`config.mk`:
```
export PLATFORM = sky130hd
export DESIGN_NAME = fetch_frontend
export DESIGN_NICKNAME = d
export VERILOG_FILES = /design/src/rtl/fetch_pkg.sv /design/src/rtl/fetch_pc_gen.sv /design/src/rtl/fetch_kill_mux.sv /design/src/rtl/fetch_inst_reg.sv /design/src/rtl/fetch_frontend.sv
export SDC_FILE = /design/constraint.sdc
export NUM_CORES = 1
export LEC_CHECK = 0
export BUFFER_PORTS_ARGS = -buffer_cell sky130_fd_sc_hd__buf_2
export CAP_MARGIN = 20
export CORE_AREA = 2 2 63 65
export DETAILED_ROUTE_END_ITERATION = 10
export DIE_AREA = 0 0 65 67
export GPL_TIMING_DRIVEN = 0
export HOLD_SLACK_MARGIN = 0.02
export PLACE_DENSITY_LB_ADDON = 0.05
export SLEW_MARGIN = 10
export SYNTH_ARGS = -nofsm -noshare
export SYNTH_HDL_FRONTEND = slang
export SYNTH_SLANG_ARGS = --single-unit
```
`constraint.sdc`:
```
create_clock -name clk_i -period 1.57 [get_ports clk_i]
set_input_delay 0.0785 -clock clk_i [delete_from_list [all_inputs] [get_ports clk_i]]
set_output_delay 0.0785 -clock clk_i [all_outputs]
set_load 0.01 [all_outputs]
```
`src/rtl/fetch_pkg.sv`:
```
package fetch_pkg;
  localparam int unsigned INST_W = 32;
  typedef logic [INST_W-1:0] inst_t;
  localparam inst_t NOP_WORD = '0;
endpackage

```
`src/rtl/fetch_pc_gen.sv`:
```
module fetch_pc_gen #(
  parameter int unsigned AW = 10
) (
  input  logic          clk_i,
  input  logic          rst_ni,
  input  logic          jump_taken_i,
  input  logic [AW-1:0] jump_target_i,
  output logic [AW-1:0] pc_o
);
  localparam logic [AW-1:0] PC_RST  = '0;
  localparam logic [AW-1:0] PC_STEP = AW'(1);

  logic [AW-1:0] pc_q, pc_d, pc_seq;

  assign pc_seq = pc_q + PC_STEP;

  always_comb begin
    pc_d = pc_seq;
    if (jump_taken_i) pc_d = jump_target_i;
  end

  always_ff @(posedge clk_i or negedge rst_ni) begin
    if (!rst_ni) pc_q <= PC_RST;
    else         pc_q <= pc_d;
  end

  assign pc_o = pc_q;

  AST_PC_STEP: assert property (@(posedge clk_i) disable iff (!rst_ni)
    !jump_taken_i |=> pc_q == AW'($past(pc_q) + 1)) else $error("pc step");
  AST_PC_WRAP: assert property (@(posedge clk_i) disable iff (!rst_ni)
    (!jump_taken_i && pc_q == '1) |=> pc_q == '0) else $error("pc wrap");
  AST_PC_LOAD: assert property (@(posedge clk_i) disable iff (!rst_ni)
    jump_taken_i |=> pc_q == $past(jump_target_i)) else $error("pc load");
  AST_PC_RST: assert property (@(posedge clk_i)
    !rst_ni |=> pc_q == '0) else $error("pc reset");
endmodule

```
`src/rtl/fetch_kill_mux.sv`:
```
module fetch_kill_mux
  import fetch_pkg::*;
(
  input  logic  kill_i,
  input  inst_t fetched_i,
  output inst_t inst_o
);
  assign inst_o = kill_i ? NOP_WORD : fetched_i;
endmodule

```
`src/rtl/fetch_inst_reg.sv`:
```
module fetch_inst_reg
  import fetch_pkg::*;
(
  input  logic  clk_i,
  input  logic  rst_ni,
  input  inst_t inst_d_i,
  output inst_t inst_q_o
);
  inst_t inst_q;

  // reset value is the nop: execute idles for one startup cycle
  always_ff @(posedge clk_i or negedge rst_ni) begin
    if (!rst_ni) inst_q <= NOP_WORD;
    else         inst_q <= inst_d_i;
  end

  assign inst_q_o = inst_q;

  AST_IR_RST: assert property (@(posedge clk_i)
    !rst_ni |=> inst_q == NOP_WORD) else $error("ir reset");
endmodule

```
`src/rtl/fetch_frontend.sv`:
```
module fetch_frontend
  import fetch_pkg::*;
#(
  parameter int unsigned AW = 10
) (
  input  logic          clk_i,
  input  logic          rst_ni,
  output logic [AW-1:0] imem_addr_o,
  input  logic [31:0]   imem_rdata_i,
  input  logic          jump_taken_i,
  input  logic [AW-1:0] jump_target_i,
  output logic [31:0]   inst_ex_o
);
  inst_t ir_d;

  fetch_pc_gen #(.AW(AW)) u_pc_gen (
    .clk_i         (clk_i),
    .rst_ni        (rst_ni),
    .jump_taken_i  (jump_taken_i),
    .jump_target_i (jump_target_i),
    .pc_o          (imem_addr_o)
  );

  fetch_kill_mux u_kill_mux (
    .kill_i    (jump_taken_i),
    .fetched_i (imem_rdata_i),
    .inst_o    (ir_d)
  );

  fetch_inst_reg u_inst_reg (
    .clk_i    (clk_i),
    .rst_ni   (rst_ni),
    .inst_d_i (ir_d),
    .inst_q_o (inst_ex_o)
  );

  AST_KILL_NOP: assert property (@(posedge clk_i) disable iff (!rst_ni)
    jump_taken_i |=> inst_ex_o == NOP_WORD) else $error("kill");
  AST_PASS_THROUGH: assert property (@(posedge clk_i) disable iff (!rst_ni)
    !jump_taken_i |=> inst_ex_o == $past(imem_rdata_i)) else $error("pass");
  AST_TARGET_IGNORED: assert property (@(posedge clk_i) disable iff (!rst_ni)
    !jump_taken_i |=> imem_addr_o != $past(jump_target_i) || $past(jump_target_i) == AW'($past(imem_addr_o) + 1))
    else $error("target leak");
endmodule

```
==> metrics.txt <==
setup_tns 0 ns; synthesized netlist cell count 122; router iterations before antenna repair 4; Tot GR Track Use between 10% and 20%; synth warn 0; max_cap viols 0; CTS Root Cell clkbuf_8; critical path capture point type register; drt initial violations between 50 and 60; IO Pins between 80 and 90; beginning of the worst hold path imem_rdata_i[14]; RSZ-0062 raised after global routing false; Crit path largest cell delay about 0.50 ns; largest net degree at the start of global routing between 40 and 50; Slew Viols, Final 0; PwrDens a little under 900 nW/um^2; global-route wire length before repair ~5.7 mm; detailed placement HPWL 2.41 mm; depth of the CTS H-tree 2; Fin. Hold Viols 0; post_cts resized 0; clk buf depth 2; setup violators final 0; Crit Path Max Fanout 6; syn nets 168; P&R area growth vs syn 64.6%; WL final about 3.7 mm; # rows 22; Avg Synthesized Cell Area 12.5 sq um; CP Cell Sequence nand4_2 -> or4_1 -> a31oi_1; fin nets 302; Final Critical Period approximately 1.4 ns; Die X 65 um; post-synthesis compound-gate area fraction 4.17%; sequential area share after synthesis roughly 69%; largest family of logic cells by synthesized area simple AND/OR/NAND/NOR gates; Final ANT Viol Nets 0; Die Y between 60 and 70 um; via density per instance around 4.5; Seq cells post-synth 42; antenna fix cells 0; CTS tree built; mux contribution to synthesized area 0.736%; fmax 706 MHz; CP startpoint kind register; Num Clock Sinks between 40 and 50; Pleak ~0.0013 uW; share of cells above drive strength 1 between 30% and 40%; Crit Path Category register to register; Slew HR about two fifths; fraction of the mapped netlist area in simple logic gates between 20% and 30%; grt ovf 0; initial antenna violation count 0; Worst Path Required 1.78 ns; slowest stage cell, crit path or4_1; worst hold slack 0.0286 ns; RePlAce Congestion between 0.8 and 0.9; mapped cell area 1530 sq um; CP Launch Point u_pc_gen.pc_o[3]$_DFF_PN0_; clk_lat worst skew between 0.2 and 0.3 ns; Adder-Cell Fraction of Synth Area 0.818%; actual slew at the worst max-slew pin 0.894 ns; Core Footprint about 3600 sq um; IO buf count 86; FF-to-FF Start u_pc_gen.pc_o[3]$_DFF_PN0_; cts bufs inserted 5; DP Cell Count around 260; DRC 0; XOR/XNOR share of the synthesized area 1.72%; vias in the first global route 1354; Post-Layout Cell Count just over 300; crit share post-route 90.3%; Starting Density between 40% and 50%; Clock Skew ~0.0023 ns; Tightest Hold Check Type input pin to register; VDD IR max approximately 580 uV; critical path arrival approximately 1.6 ns; status finished, final reports clean; Worst-path clk slew ~0.08 ns; DR vias roughly 1400; average wire per standard cell approximately 12 um; die area approximately 4400 sq um; post-synth cell types 19
-- layout make-up --
cell class,count,area [sq um]
Buffer,5,18.8
Clock buffer,6,72.6
Clock inverter,2,13.8
Fill cell,281,1090
Inverter,2,7.51
Multi-Input combinational cell,73,452
Sequential cell,42,1050
Tap cell,48,60.1
Timing Repair Buffer,127,841
-- worst paths after layout --
check	slack [ns]	endpoint	cells after the start
max in group asynchronous	0.56	u_inst_reg.inst_q_o[6]$_DFF_PN0_	2
hold reg to reg	0.57	u_pc_gen.pc_o[0]$_DFF_PN0_	1
setup / recovery	0.15	u_pc_gen.pc_o[9]$_DFF_PN0_	3
hold / removal	0.03	u_inst_reg.inst_q_o[14]$_DFF_PN0_	2
min in group asynchronous	0.45	u_inst_reg.inst_q_o[22]$_DFF_PN0_	2
setup reg to reg	0.15	u_pc_gen.pc_o[9]$_DFF_PN0_	3
-- flip-flops by register name (all words and copies together), names as in the netlist --
| signal | cells |
|---|---|
| u_pc_gen.pc_o | 10 |
| u_inst_reg.inst_q_o | 32 |
-- placed cells by master, fill, tap and decap left out --
master         instances
nand4_1                1
ha_1                   1
nor2b_1               32
o21ai_0                4
dlygate4sd3_1         41
clkbuf_1               5
clkinv_4               1
buf_1                  1
nand4_2                1
o31ai_1                1
o211ai_1               4
xnor2_1                1
nand2_1               10
clkinv_2               1
xor2_1                 2
inv_1                  2
dfrtp_1               42
mux2_2                 1
buf_2                 86
or4_1                  5
nor2_1                 1
clkbuf_8               5
nand3_1                8
a31oi_1                1
-- critical path, delay by kind of cell, from the launching register on --
kind	cells	cell delay, ns
and+or+nand+nor	2	0.69
DFF	1	0.46
AOI/OAI and AO/OA	1	0.18
-- metal layers --
layer	vias to the layer above	global-route usage (%)	share of wire, %
met5	-	0	0
met4	0	9.31	1.9
met3	10	6.08	8.1
met2	59	33.4	54
met1	638	19.0	36
li1	670	-	-
-- through the flow --
step | instance area, sq um | total power [uW] | setup WS (ns) | util [%]
finish | 2520 | 2250 | 0.153 | 69.8
floorplan | 1530 | 1360 | 0.236 | -
global route | 2520 | 2380 | 0.0286 | 69.8
global placement | 2020 | 1520 | 0.213 | 56.0
CTS | 2500 | 2280 | 0.149 | 69.2
detailed placement | 2020 | 1530 | 0.177 | 56.0
-- what timing repair did --
item / CTS / global route
endpoints found under the hold margin: 80 / 2
hold buffers: 39 / 2
setup buffers: 0 / 0
-- logic make-up (layout without fill, tap and decap cells) --
kind of cell | Yosys count | in the layout
adder cells (fa/ha/maj) | 1 | 1
AO/OA/AOI/OAI | 10 | 10
multiplexers | 1 | 1
AND/OR/NAND/NOR | 58 | 58
buffers and inverters | 7 | 142
flip-flops | 42 | 42
XOR/XNOR | 3 | 3
-- where the power goes --
group | switching (uW) | internal [uW] | total (uW) | leakage [uW]
registers | 54.4 | 1150 | 1210 | 0.000532
clock network | 351 | 313 | 664 | 0.0000452
logic | 172 | 209 | 381 | 0.000704
-- cell usage after synthesis (all sizes together) --
cell type,count,area (sq um)
dfrtp,42,1050
nand4,2,18.8
nand3,8,40.0
clkbuf,4,15.0
xor2,2,17.5
o211ai,4,30.0
inv,2,7.51
xnor2,1,8.76
mux2,1,11.3
ha,1,12.5
nand2,10,37.5
o21ai,4,20.0
a31oi,1,6.26
nor2,1,3.75
o31ai,1,7.51
buf,1,3.75
or4,5,37.5
nor2b,32,200
(Power assumes the default switching activity.)
